<file path="src/rtl/cap_timer_pkg.sv">
// Shared constants for the capture timer: register addresses and
// control-bit positions. Assumes an 8-bit host data path.
package cap_timer_pkg;
    localparam int BUS_W  = 8;
    localparam int ADDR_W = 3;

    typedef enum logic [ADDR_W-1:0] {
        REG_CTRL   = 3'd0,
        REG_CNT_LO = 3'd1,
        REG_CNT_HI = 3'd2,
        REG_CAP_LO = 3'd3,
        REG_CAP_HI = 3'd4
    } reg_addr_e;

    localparam int BIT_MODE = 0;  // capture mode select
    localparam int BIT_SRC  = 1;  // 1: external count pin
    localparam int BIT_RUN  = 2;
    localparam int BIT_EXEN = 3;  // capture enable
    localparam int BIT_EXF  = 6;  // capture event flag
    localparam int BIT_OVF  = 7;  // overflow flag
endpackage

</file>
<file path="src/rtl/cap_timer_edge_sync.sv">
// Resynchronises WIDTH asynchronous pins through STAGES flops each and
// produces a one-cycle pulse for every high-to-low transition.
// Assumes the pins idle high; the chain resets to 1 so reset makes no edge.
module cap_timer_edge_sync #(
    parameter int WIDTH  = 2,
    parameter int STAGES = 2
) (
    input  logic             clk,
    input  logic             rst_n,
    input  logic [WIDTH-1:0] pin_i,
    output logic [WIDTH-1:0] fall_o
);
    genvar g;
    generate
        for (g = 0; g < WIDTH; g++) begin : g_lane
            logic [STAGES:0] chain;

            // Shift the pin through the synchroniser plus one history flop.
            always_ff @(posedge clk) begin
                if (!rst_n) chain <= '1;
                else        chain <= {chain[STAGES-1:0], pin_i[g]};
            end

            assign fall_o[g] = chain[STAGES] & ~chain[STAGES-1];

            // one accepted edge can never be counted on two consecutive clocks
            a_r4_single_edge: assert property (@(posedge clk) disable iff (!rst_n)
                fall_o[g] |=> !fall_o[g]);
        end
    endgenerate
endmodule

</file>
<file path="src/rtl/cap_timer_prescaler.sv">
// Free-running modulo-DIV counter; tick_o is high for one cycle of every DIV.
// Assumes DIV >= 2. The counter only makes an enable; it never makes a clock.
module cap_timer_prescaler #(
    parameter int DIV = 12
) (
    input  logic clk,
    input  logic rst_n,
    output logic tick_o
);
    localparam int W = (DIV > 2) ? $clog2(DIV) : 1;
    localparam logic [W-1:0] LAST = W'(DIV - 1);

    logic [W-1:0] phase;

    // Step the phase and wrap it at DIV-1.
    always_ff @(posedge clk) begin
        if (!rst_n)              phase <= '0;
        else if (phase == LAST)  phase <= '0;
        else                     phase <= phase + 1'b1;
    end

    assign tick_o = (phase == LAST);

    // the enable never lasts longer than one cycle
    a_r3_tick_single: assert property (@(posedge clk) disable iff (!rst_n)
        tick_o |=> !tick_o);
endmodule

</file>
<file path="src/rtl/cap_timer16.sv">
// 16-bit timer with edge capture. Keeps the control, count and capture
// registers, picks the increment source and drives the interrupt.
// Assumes host writes are single-cycle strobes and the pins idle high.
module cap_timer16
    import cap_timer_pkg::*;
#(
    parameter int CNT_W     = 16,
    parameter int PRESC_DIV = 12,
    parameter int SYNC_LEN  = 2
) (
    input  logic              clk,
    input  logic              rst_n,
    input  logic [ADDR_W-1:0] bus_addr_i,
    input  logic              bus_wr_i,
    input  logic [BUS_W-1:0]  bus_wdata_i,
    output logic [BUS_W-1:0]  bus_rdata_o,
    input  logic              div_sel_i,
    input  logic              irq_en_i,
    input  logic              ext_count_i,
    input  logic              ext_capture_i,
    output logic              irq_o
);
    localparam int LO_W = BUS_W;
    localparam int HI_W = CNT_W - BUS_W;

    logic [CNT_W-1:0] count_q, cap_q;
    logic ovf_q, exf_q, exen_q, run_q, src_q, mode_q;
    logic [1:0] falls;
    logic presc_tick, inc, cap_ev, ovf_set;
    logic wr_ctrl, wr_cnt_lo, wr_cnt_hi, wr_cap_lo, wr_cap_hi, wr_cnt;

    cap_timer_edge_sync #(.WIDTH(2), .STAGES(SYNC_LEN)) u_sync (
        .clk   (clk),
        .rst_n (rst_n),
        .pin_i ({ext_capture_i, ext_count_i}),
        .fall_o(falls)
    );

    cap_timer_prescaler #(.DIV(PRESC_DIV)) u_presc (
        .clk   (clk),
        .rst_n (rst_n),
        .tick_o(presc_tick)
    );

    // Decode host write strobes per register.
    always_comb begin
        wr_ctrl   = bus_wr_i && (bus_addr_i == REG_CTRL);
        wr_cnt_lo = bus_wr_i && (bus_addr_i == REG_CNT_LO);
        wr_cnt_hi = bus_wr_i && (bus_addr_i == REG_CNT_HI);
        wr_cap_lo = bus_wr_i && (bus_addr_i == REG_CAP_LO);
        wr_cap_hi = bus_wr_i && (bus_addr_i == REG_CAP_HI);
        wr_cnt    = wr_cnt_lo || wr_cnt_hi;
    end

    // Choose the increment enable and detect capture and overflow events.
    always_comb begin
        inc     = run_q && mode_q &&
                  (src_q ? falls[0] : (div_sel_i ? 1'b1 : presc_tick));
        cap_ev  = mode_q && exen_q && falls[1];
        ovf_set = inc && !wr_cnt && (count_q == '1);
    end

    // Count register: host byte writes win over increments.
    always_ff @(posedge clk) begin
        if (!rst_n) begin
            count_q <= '0;
        end else if (wr_cnt) begin
            if (wr_cnt_lo) count_q[LO_W-1:0]     <= bus_wdata_i;
            if (wr_cnt_hi) count_q[CNT_W-1:LO_W] <= bus_wdata_i[HI_W-1:0];
        end else if (inc) begin
            count_q <= count_q + 1'b1;
        end
    end

    // Capture register: a capture wins over a host write.
    always_ff @(posedge clk) begin
        if (!rst_n) begin
            cap_q <= '0;
        end else if (cap_ev) begin
            cap_q <= count_q;
        end else begin
            if (wr_cap_lo) cap_q[LO_W-1:0]     <= bus_wdata_i;
            if (wr_cap_hi) cap_q[CNT_W-1:LO_W] <= bus_wdata_i[HI_W-1:0];
        end
    end

    // Control bits: host writes them, and hardware flag sets override.
    always_ff @(posedge clk) begin
        if (!rst_n) begin
            {ovf_q, exf_q, exen_q, run_q, src_q, mode_q} <= '0;
        end else begin
            if (wr_ctrl) begin
                mode_q <= bus_wdata_i[BIT_MODE];
                src_q  <= bus_wdata_i[BIT_SRC];
                run_q  <= bus_wdata_i[BIT_RUN];
                exen_q <= bus_wdata_i[BIT_EXEN];
            end
            ovf_q <= (wr_ctrl ? bus_wdata_i[BIT_OVF] : ovf_q) | ovf_set;
            exf_q <= (wr_ctrl ? bus_wdata_i[BIT_EXF] : exf_q) | cap_ev;
        end
    end

    // Return the addressed register to the host.
    always_comb begin
        bus_rdata_o = '0;
        case (bus_addr_i)
            REG_CTRL: begin
                bus_rdata_o[BIT_OVF]  = ovf_q;
                bus_rdata_o[BIT_EXF]  = exf_q;
                bus_rdata_o[BIT_EXEN] = exen_q;
                bus_rdata_o[BIT_RUN]  = run_q;
                bus_rdata_o[BIT_SRC]  = src_q;
                bus_rdata_o[BIT_MODE] = mode_q;
            end
            REG_CNT_LO: bus_rdata_o = count_q[LO_W-1:0];
            REG_CNT_HI: bus_rdata_o[HI_W-1:0] = count_q[CNT_W-1:LO_W];
            REG_CAP_LO: bus_rdata_o = cap_q[LO_W-1:0];
            REG_CAP_HI: bus_rdata_o[HI_W-1:0] = cap_q[CNT_W-1:LO_W];
            default:    bus_rdata_o = '0;
        endcase
    end

    // Combine the sticky flags into the interrupt request.
    always_comb irq_o = irq_en_i && (ovf_q || exf_q);

    // a stopped counter that is not written keeps its value
    a_r5_frozen: assert property (@(posedge clk) disable iff (!rst_n)
        (!(run_q && mode_q) && !wr_cnt) |=> $stable(count_q));

    // capture disabled and no host write leaves the capture register alone
    a_r8_no_capture: assert property (@(posedge clk) disable iff (!rst_n)
        (!(exen_q && mode_q) && !wr_cap_lo && !wr_cap_hi) |=> $stable(cap_q));

    // the captured value is the count held before the edge's clock
    a_r7_cap_value: assert property (@(posedge clk) disable iff (!rst_n)
        falls[1] && mode_q && exen_q |=> (cap_q == $past(count_q)) && exf_q);

    // overflow rises only from a wrap or an explicit host set
    a_r6_ovf_source: assert property (@(posedge clk) disable iff (!rst_n)
        $rose(ovf_q) |-> ($past(wr_ctrl) && $past(bus_wdata_i[BIT_OVF])) ||
                         ($past(count_q) == '1 && !$past(wr_cnt)));

    // a low-byte write lands even when an increment was due
    a_r10_write_wins: assert property (@(posedge clk) disable iff (!rst_n)
        wr_cnt_lo |=> count_q[LO_W-1:0] == $past(bus_wdata_i));
endmodule

</file>
<file path="config.mk">
export PLATFORM = sky130hd
export DESIGN_NAME = cap_timer16
export DESIGN_NICKNAME = d
export VERILOG_FILES = /design/src/rtl/cap_timer_pkg.sv /design/src/rtl/cap_timer_edge_sync.sv /design/src/rtl/cap_timer_prescaler.sv /design/src/rtl/cap_timer16.sv
export SDC_FILE = /design/constraint.sdc
export NUM_CORES = 1
export LEC_CHECK = 0
export ABC_AREA = 1
export BUFFER_PORTS_ARGS = -buffer_cell sky130_fd_sc_hd__buf_2
export CAP_MARGIN = 20
export CORE_ASPECT_RATIO = 0.5
export CORE_MARGIN = 1.5
export CORE_UTILIZATION = 45
export CTS_BUF_LIST = sky130_fd_sc_hd__clkbuf_8 sky130_fd_sc_hd__clkbuf_16
export CTS_CLUSTER_SIZE = 28
export DETAILED_ROUTE_END_ITERATION = 16
export GPL_TIMING_DRIVEN = 0
export PLACE_DENSITY_LB_ADDON = 0.05
export REMOVE_ABC_BUFFERS = 1
export SLEW_MARGIN = 40
export SYNTH_ARGS = -nofsm -noshare
export SYNTH_HDL_FRONTEND = slang
export SYNTH_SLANG_ARGS = --single-unit
</file>
<file path="constraint.sdc">
create_clock -name clk -period 2.4 [get_ports clk]
set_input_delay 0.48 -clock clk [delete_from_list [all_inputs] [get_ports clk]]
set_output_delay 0.48 -clock clk [all_outputs]
set_load 0.1 [all_outputs]
</file>
## Word level (Yosys, flattened, before mapping)

Index checks and enable logic that the tools add are counted.

| operators by class | value |
|---|---|
| add/sub/neg operators | 2 |
| equality and inequality tests | 8 |
| multiplexer cells | 14 |
| bitwise operators | 7 |
| reductions and logical operators | 22 |

Operator list:

| cell | count |
|---|---|
| 16-bit 2-to-1 mux | 3 |
| 8-bit 2-to-1 mux | 4 |
| 4-bit one-hot mux with 5 select lines | 1 |
| 16-bit by 1-bit adder with 16-bit output, second input constant | 1 |
| 16-bit equality test, second input constant | 1 |
| 1-bit logical AND | 12 |
| 2-bit one-hot mux with 5 select lines | 1 |
| 2-bit one-hot mux with 4 select lines | 1 |
| 3-bit by 2-bit equality test with 1-bit output, second input constant | 2 |
| 2-bit nonzero test | 3 |
| 4-bit by 1-bit adder with 4-bit output, second input constant | 1 |
| 4-bit equality test, second input constant | 1 |
| 1-bit 2-to-1 mux | 4 |
| 2-bit != test, second input constant | 2 |
| 2-bit AND reduction | 2 |
| 3-bit by 1-bit equality test with 1-bit output, second input constant | 1 |
| 3-bit equality test, second input constant | 1 |
| 3-bit zero test | 1 |
| 1-bit inverter | 3 |
| 1-bit bitwise AND | 2 |
| 1-bit logical OR | 2 |
| 1-bit bitwise OR | 2 |
| 2-bit OR reduction | 1 |
| 1-bit zero test | 1 |

| storage, ports and cells | value |
|---|---|
| register bits after elaboration | 48 |
| input bits | 18 |
| output and inout bits | 9 |
| word-level logic and storage cells | 66 |

## Depth between registers and ports, before layout

Gate-level depths: netlist (run 1).

| logic depth | value |
|---|---|
| depth in word-level cells | 7 |
| gate-level depth with buffers | 11 |
| mapped depth without buffers | 10 |

## Hierarchy

From an unflattened synthesis (run 1), not the netlist that was laid out.

| unflattened totals | value |
|---|---|
| cells, all modules | 443 |
| area, all modules | 2747.6 um^2 |

By module, submodules not included:

| module | times used | cells each | area an instance (um^2) | sequential area each (um^2) |
|---|---|---|---|---|
| cap_timer16 | 1 | 401 | 2402.3 | 760.7 |
| cap_timer_edge_sync | 1 | 22 | 180.2 | 120.1 |
| cap_timer_prescaler | 1 | 20 | 165.2 | 80.1 |

## Least setup slack after synthesis (run 1)

Ideal clock, no wire load.

| timing | value |
|---|---|
| kind | in2out |
| start | input port bus_addr_i[1] |
| end | output port bus_rdata_o[4] |
| arrival | 2316 ps |
| data required time | 1920 ps |
| path slack | -396 ps |
| cell stages on the path | 3 |
| path buffers | 0 |
| cell sequence | inv_1 -> nand3_1 -> o2111ai_1 |

| between the ends | value |
|---|---|
| longest elaborated chain between the ends | 2 |
| elaborated cells on any way between the ends | 5 |
| classes of those cells | eq/ne (4); mux (1) |

Ends and longest elaborated chain:

| item | line | RTL |
|---|---|---|
| from (decl) | cap_timer16.sv:13 | `input logic [ADDR_W-1:0] bus_addr_i,` |
| 3-bit equality test, or another cell as far along | cap_timer16.sv:106 | `case (bus_addr_i)` |
| 2-bit one-hot mux with 4 select lines * | cap_timer16.sv:106 |  |
| to (decl) | cap_timer16.sv:16 | `output logic [BUS_W-1:0] bus_rdata_o,` |

Every way passes the cells marked *; elsewhere a longest branch is shown, timed or not.

## Final worst setup path (run 1)

| timing | value |
|---|---|
| start | input port bus_addr_i[0] |
| end | output port bus_rdata_o[3] |

| between the ends | value |
|---|---|
| longest elaborated chain between the ends | 2 |
| elaborated cells on any way between the ends | 6 |
| classes of those cells | eq/ne (4); mux (1); reduce/logical (1) |

Ends and longest elaborated chain:

| item | line |
|---|---|
| 3-bit equality test, or another cell as far along | cap_timer16.sv:106 |
| 4-bit one-hot mux with 5 select lines * | cap_timer16.sv:106 |

Marked as above.

==> results of run 1 <==
-- cell usage after synthesis (3+ instances only) --
cell,number
sky130_fd_sc_hd__clkbuf_1,5
sky130_fd_sc_hd__nand2_2,4
sky130_fd_sc_hd__inv_1,44
sky130_fd_sc_hd__nand3_1,26
sky130_fd_sc_hd__or2_2,5
sky130_fd_sc_hd__buf_2,5
sky130_fd_sc_hd__nand4_1,3
sky130_fd_sc_hd__nand2_1,119
sky130_fd_sc_hd__nor2_1,74
sky130_fd_sc_hd__nor2_2,3
sky130_fd_sc_hd__o21bai_1,5
sky130_fd_sc_hd__o21ai_0,34
sky130_fd_sc_hd__o2111ai_1,3
sky130_fd_sc_hd__dfxtp_1,48
sky130_fd_sc_hd__a21oi_1,30
-- sequential cells by signal, summed over array words and instances (netlist names) --
name / cells
u_sync.g_lane.chain: 6
mode_q: 1
cap_q: 16
run_q: 1
src_q: 1
u_presc.phase: 4
exen_q: 1
count_q: 16
ovf_q: 1
exf_q: 1
-- per-layer routing --
| metal | up-vias | GRT usage, % | share of wire (%) |
|---|---|---|---|
| li1 | 1435 | - | - |
| met1 | 1324 | 37.7 | 49 |
| met2 | 116 | 34.9 | 39 |
| met3 | 9 | 7.22 | 11 |
| met4 | 0 | 6.61 | 1.0 |
| met5 | - | 0 | 0 |
-- kinds of logic after synthesis --
kind of cell,count (synthesis),share of synthesized area [%]
xor gates and xnor gates,4,1.28
and+or+nand+nor,240,37.1
AOI/OAI and AO/OA,82,16.5
DFF,48,35.2
buffers and inverters,59,9.02
adders and majority gates,2,0.916
-- area by class of cell --
class / count / area (µm²)
tap: 73 / 91.3
inverter: 46 / 173
sequential: 48 / 961
clock buffer: 5 / 125
multi-input combinational: 328 / 1550
fill: 581 / 2560
timing repair buffer: 28 / 185
clock inverter: 3 / 18.8
-- worst max-delay path, stage by stage --
cell and delay (ns):
sky130_fd_sc_hd__buf_2 0.13, sky130_fd_sc_hd__inv_1 0.12, sky130_fd_sc_hd__nand2_1 0.15, sky130_fd_sc_hd__nor2_4 0.18
sky130_fd_sc_hd__buf_12 0.13, sky130_fd_sc_hd__nand2_1 0.10, sky130_fd_sc_hd__o21ai_0 0.10, sky130_fd_sc_hd__a21oi_1 0.06
sky130_fd_sc_hd__nand3_1 0.08, sky130_fd_sc_hd__buf_4 0.29
-- path summary, 6_finish.rpt --
path	slack, ns	end	depth (start not counted)
max	0.11	bus_rdata_o[3]	10
min	0.37	u_sync.g_lane[0].chain[0]	2
min reg2reg	0.42	u_sync.g_lane[1].chain[1]	1
max reg2reg	0.25	cap_q[13]	5
-- what timing repair did --
action | in CTS | in global routing
pin swaps | 0 | 1
endpoints found under the hold margin | 0 | 0
setup buffers | 0 | 2
setup endpoints to repair | 8 | 6
resized for setup | 10 | 5
-- stage by stage --
stage                     utilization (%)  TNS, ns  hold WS [ns]
after floorplan                         -    -1.93         0.392
after global placement               50.9    -4.47         0.401
after detailed placement             51.0    -1.63         0.404
after CTS                            54.1  -0.0111         0.371
after global routing                 54.8        0         0.372
final                                54.8        0         0.369
-- power breakdown --
part           leakage (nW)  switching [mW]  internal, mW
sequential            0.390          0.0225         0.822
clock                0.0736           0.314         0.385
combinational         0.865           0.137        0.0592
total                  1.33           0.473          1.27
==> impl_table.tex, run 1 <==
\begin{tabular}{lr}
\hline
Metric & Value \\
\hline
\multicolumn{2}{l}{\textbf{Floorplan}} \\
Num ports & 27 \\
Horiz. Die Dim & 113 µm \\
Placeable core region & 0.00566 mm² \\
Initial cell density of the core & about half \\
Vert. Die Dim & 58.1 µm \\
Number of core rows & 19 \\
Full die area & $\sim$0.0066 mm² \\
\multicolumn{2}{l}{\textbf{Timing}} \\
Maximum operating frequency & 0.437 GHz \\
Least setup slack across all paths after layout & 0.113 ns \\
Setup violations, final & 0 \\
Final count of pins violating max slew & 0 \\
Number of failing hold endpoints at the final stage & 0 \\
Post-route minimum period & 2.29 ns \\
Transition time at the pin with the least slew margin & a little over 0.7 ns \\
Headroom to the max-slew limit & 51.9\% \\
Final critical-path share of the clock period & 95.3\% \\
Worst clock skew & between 0.003 and 0.004 ns \\
Unrepaired setup endpoints after global routing & no \\
\multicolumn{2}{l}{\textbf{Critical path}} \\
Reg-to-reg startpoint & mode\_q \\
Data arrival at the endpoint of the critical path & between 1.5 and 2 ns \\
Worst EP required & 1.92 ns \\
Worst setup path startpoint & bus\_addr\_i[0] \\
Crit. End Element & primary output \\
Max Fanout on Critical Path & 7 \\
Element type at the critical path start & primary input \\
Type of the worst setup path & primary input to primary output \\
\multicolumn{2}{l}{\textbf{Detailed routing}} \\
TritonRoute pass-1 iters & 5 \\
Average via count per standard cell & 5.43 \\
Total length of routed wires & 7.64 mm \\
DRC violations left & 0 \\
Vias post-DR & 2884 \\
Drt first-iter violations & 330 \\
Wire per inst & 14.4 µm \\
Post-route antenna net violation count & 0 \\
\multicolumn{2}{l}{\textbf{GRT}} \\
Overflow left after global routing & 0 \\
Vias in the first global route & between 2000 and 3000 \\
Overall routing resource usage & around a quarter \\
Number of antenna violations at the first check in global routing & 0 \\
Largest net degree at the start of global routing & 30 \\
Global-route wire length before repair & 12.6 mm \\
\multicolumn{2}{l}{\textbf{Placed design}} \\
Final HPWL from detailed placement & 5.78 mm \\
Placed cell areas & 0.00288 mm² \\
Worst slack, placed & -0.394 ns \\
Weighted congestion at the end of routability-driven global placement & between 0.9 and 1 \\
Number of buffer cells added on primary ports & 26 \\
Number of cells in the design after placement & around 520 \\
\multicolumn{2}{l}{\textbf{Finish}} \\
Share of layout cells above drive strength 1 & 12.7\% \\
Most used cells in the layout excluding fill and tap cells & sky130\_fd\_sc\_hd\_\_nand2\_1, sky130\_fd\_sc\_hd\_\_nor2\_1, sky130\_fd\_sc\_hd\_\_dfxtp\_1, sky130\_fd\_sc\_hd\_\_inv\_1, sky130\_fd\_sc\_hd\_\_o21ai\_0 \\
Finished layout cell area & 0.00310 mm² \\
Growth of design area from synthesis to finish & 13.6\% \\
Non-filler instance count after layout & roughly 530 \\
Most common cell after layout, fill and taps aside & sky130\_fd\_sc\_hd\_\_nand2\_1 \\
Count of nets after finishing & 477 \\
Antenna fix cells & 0 \\
\multicolumn{2}{l}{\textbf{Logic synthesis}} \\
Proportion of synthesized chip area in sequential cells & 35.2\% \\
Synthesized flop and latch total & 48 \\
Most area-hungry cell type in the Yosys netlist & sky130\_fd\_sc\_hd\_\_dfxtp\_1 \\
Async SR Flop Fraction & 0\% \\
Mean instance size in the synthesized netlist & 6.28 µm² \\
Number of enable flip-flop cells after synthesis & 0 \\
Post-synthesis instance total & 435 \\
Post-synth design cell area & 0.00273 mm² \\
Top cell type's share of synthesized area & 35.2\% \\
Unique cell type count in the Yosys netlist & 30 \\
Top FF cell, synth & sky130\_fd\_sc\_hd\_\_dfxtp\_1 \\
Warnings from Yosys & 0 \\
Most area-consuming cells after synthesis & sky130\_fd\_sc\_hd\_\_dfxtp\_1, sky130\_fd\_sc\_hd\_\_nand2\_1, sky130\_fd\_sc\_hd\_\_nor2\_1 \\
\multicolumn{2}{l}{\textbf{Hold path}} \\
Min-delay src & ext\_count\_i \\
Class of the most critical hold timing path & primary input to register \\
\multicolumn{2}{l}{\textbf{CTS}} \\
Max Buffers Root-to-Sink & 2 \\
Deepest level of the CTS H-tree & 2 \\
CTS sink cnt & between 40 and 50 \\
CTS Buf Count & 5 \\
Count of hold buffers inserted by post-cts repair & 0 \\
CTS tree & yes \\
Latest clock arrival within the worst-skew pair & 0.29 ns \\
Post-CTS clock slew at the launch and capture registers of the worst setup and hold paths & 0.07 ns \\
Buffer type at the clock tree root & sky130\_fd\_sc\_hd\_\_clkbuf\_16 \\
\multicolumn{2}{l}{\textbf{Run status}} \\
Run status & completed \\
\multicolumn{2}{l}{\textbf{Pwr}} \\
Power per unit of standard cell area & 561 mW/mm² \\
Max rail drop VDD & around 260 µV \\
LEAKAGE & 1.33 nW \\
Total power & 1.74 mW \\
\multicolumn{2}{l}{\textbf{Job}} \\
Count of maximum capacitance violations & 0 \\
\hline
\end{tabular}
(Power assumes the default switching activity.)
==> run 2, diff against run 1 <==
Settings changed: CORE_MARGIN 1.5 to 3.
==> run 2 against run 1 <==
Clock power increased by 19%. Critical endpoint is now bus_rdata_o[6]. Hold slack better by 0.0045 ns. Die area up 8.0%. Register-to-register slack lost 0.04 ns. Largest power group unchanged. Non-clock buffer count increased by 1. Critical path depth fell by 1. Flip-flop and latch count unchanged. Clock skew grew 0.0032 ns.
==> impl_table.tex, run 2 (same netlist as run 1, synthesis figures left out) <==
\begin{tabular}{lr}
\hline
Metric & Value \\
\hline
\multicolumn{2}{l}{\textbf{Timing}} \\
Setup violations, final & 0 \\
Number of failing hold endpoints at the final stage & 0 \\
Headroom to the max-slew limit & 50.7\% \\
Worst clock skew & 0.00703 ns \\
Final count of pins violating max slew & 0 \\
Unrepaired setup endpoints after global routing & yes \\
Transition time at the pin with the least slew margin & 0.737 ns \\
Maximum operating frequency & $\sim$0.44 GHz \\
Least setup slack across all paths after layout & around 0.11 ns \\
Final critical-path share of the clock period & a little over nine tenths \\
Post-route minimum period & about 2.3 ns \\
Final hold slack & 0.374 ns \\
\multicolumn{2}{l}{\textbf{Placed design}} \\
Number of buffer cells added on primary ports & 26 \\
Weighted congestion at the end of routability-driven global placement & between 0.9 and 1 \\
Final HPWL from detailed placement & 5.97 mm \\
Worst slack, placed & -0.435 ns \\
\multicolumn{2}{l}{\textbf{CTS}} \\
CTS tree & yes \\
Deepest level of the CTS H-tree & 2 \\
CTS Buf Count & 5 \\
Latest clock arrival within the worst-skew pair & 0.30 ns \\
Buffer type at the clock tree root & sky130\_fd\_sc\_hd\_\_clkbuf\_16 \\
Post-CTS clock slew at the launch and capture registers of the worst setup and hold paths & 0.07 ns \\
Max Buffers Root-to-Sink & 2 \\
CTS sink cnt & between 40 and 50 \\
\multicolumn{2}{l}{\textbf{Pwr}} \\
LEAKAGE & 1.34 nW \\
Power per unit of standard cell area & around 600 mW/mm² \\
Max rail drop VDD & 396 µV \\
\multicolumn{2}{l}{\textbf{GRT}} \\
Overall routing resource usage & 23.5\% \\
Overflow left after global routing & 0 \\
Global-route wire length before repair & 12.4 mm \\
Vias in the first global route & 2469 \\
Number of antenna violations at the first check in global routing & 0 \\
Largest net degree at the start of global routing & 30 \\
\multicolumn{2}{l}{\textbf{Floorplan}} \\
Horiz. Die Dim & 116 µm \\
Initial cell density of the core & 48.1\% \\
Vert. Die Dim & 61.1 µm \\
Placeable core region & 0.00568 mm² \\
Full die area & approximately 0.007 mm² \\
Num ports & 27 \\
Number of core rows & 19 \\
\multicolumn{2}{l}{\textbf{Detailed routing}} \\
Post-route antenna net violation count & 0 \\
Wire per inst & 14.9 µm \\
Average via count per standard cell & 5.37 \\
Vias post-DR & between 2000 and 3000 \\
Total length of routed wires & 7.92 mm \\
Drt first-iter violations & 232 \\
DRC violations left & 0 \\
TritonRoute pass-1 iters & 6 \\
\multicolumn{2}{l}{\textbf{Finish}} \\
Share of layout cells above drive strength 1 & 13.3\% \\
Area used by multi-input combinational logic & 0.00156 mm² \\
Storage element area & 961 µm² \\
Count of nets after finishing & about 480 \\
Final cell utilization of the core & a little under three fifths \\
Largest registers in the final layout & cap\_q x16, count\_q x16, u\_sync.g\_lane.chain x6 \\
Most used cells in the layout excluding fill and tap cells & sky130\_fd\_sc\_hd\_\_nand2\_1, sky130\_fd\_sc\_hd\_\_nor2\_1, sky130\_fd\_sc\_hd\_\_dfxtp\_1, sky130\_fd\_sc\_hd\_\_inv\_1, sky130\_fd\_sc\_hd\_\_o21ai\_0 \\
Antenna fix cells & 0 \\
Growth of design area from synthesis to finish & 15.0\% \\
Layout fillers & between 500 and 600 \\
Most common cell after layout, fill and taps aside & sky130\_fd\_sc\_hd\_\_nand2\_1 \\
\multicolumn{2}{l}{\textbf{Critical path}} \\
Element type at the critical path start & primary input \\
Max Fanout on Critical Path & 5 \\
Worst reg2reg path depth & 5 \\
Max stage delay on crit path & 0.25 ns \\
Sequence of cells on the critical path & buf\_2 -> inv\_1 -> nand2\_2 -> nor2\_4 -> nand2\_1 -> o21ai\_0 -> a21oi\_1 -> o211ai\_1 -> buf\_6 \\
Type of the worst setup path & primary input to primary output \\
Crit. End Element & primary output \\
Worst EP required & approximately 1.9 ns \\
Data arrival at the endpoint of the critical path & 1.81 ns \\
Slowest stage cell, crit path & sky130\_fd\_sc\_hd\_\_buf\_6 \\
\multicolumn{2}{l}{\textbf{Hold path}} \\
Hold Path Cell Cnt & 2 \\
Class of the most critical hold timing path & primary input to register \\
\multicolumn{2}{l}{\textbf{Run status}} \\
Run status & completed \\
\multicolumn{2}{l}{\textbf{Job}} \\
Count of maximum capacitance violations & 0 \\
\hline
\end{tabular}
-- run 2: cell types whose count changed in the layout (fill, tap and decap cells not counted), sizes merged --
cell,before,now
bufinv,0,1
clkinvlp,0,1
clkinv,3,0
inv,46,47
buf,27,28
nor2,77,78
-- run 2: worst paths after layout --
kind                                to  slack [ns]                       from
max                     bus_rdata_o[6]        0.11              bus_addr_i[1]
min          u_sync.g_lane[0].chain[0]        0.37                ext_count_i
max reg2reg                  cap_q[10]        0.21                     mode_q
min reg2reg  u_sync.g_lane[0].chain[1]        0.42  u_sync.g_lane[0].chain[0]
-- run 2: per-layer routing --
layer | GRT usage, % | wire, µm | up-vias
li1 | - | - | 1435
met2 | 32.5 | 3090 | 92
met5 | 0 | 0 | -
met1 | 35.9 | 4040 | 1327
met4 | 5.29 | 61 | 0
met3 | 6.48 | 732 | 6
-- run 2: critical path, delay by kind of cell --
kind	cells	cell delay (ns)
AOI/OAI and AO/OA	3	0.29
and+or+nand+nor	3	0.46
buffers and inverters	3	0.58
-- run 2: per-stage QoR --
| step | TNS [ns] | instances | instance area [µm²] | total power [mW] |
|---|---|---|---|---|
| 2_1_floorplan | -1.93 | 422 | 2660 | 0.978 |
| 3_3_place_gp | -5.38 | 521 | 2880 | 1.04 |
| 3_5_place_dp | -1.85 | 521 | 2880 | 1.05 |
| 4_1_cts | 0 | 529 | 3090 | 1.87 |
| 5_1_grt | -0.0307 | 533 | 3140 | 1.95 |
| 6_report | 0 | 533 | 3140 | 1.87 |
-- run 2: repair_timing --
| action | CTS | global route |
|---|---|---|
| endpoints found under the setup margin | 8 | 8 |
| cloned | 0 | 1 |
| buffers inserted | 0 | 3 |
| pin swaps | 0 | 1 |
| hold buffers | 0 | 0 |
| gates resized for setup | 10 | 7 |
-- run 2: where the power goes --
part	internal [mW]	total (mW)	leakage (nW)	switching (mW)
clock network	0.496	0.828	0.0804	0.332
registers	0.822	0.844	0.390	0.0218
logic	0.0592	0.198	0.872	0.139
-- run 2: area by class of cell --
| type | instances | area share (%) |
|---|---|---|
| timing repair buffer | 29 | 5.85 |
| tap | 73 | 2.91 |
| inverter | 46 | 5.50 |
| clock inverter | 3 | 1.47 |
| clock buffer | 5 | 3.98 |
| multi-input combinational | 329 | 49.7 |
| sequential | 48 | 30.6 |
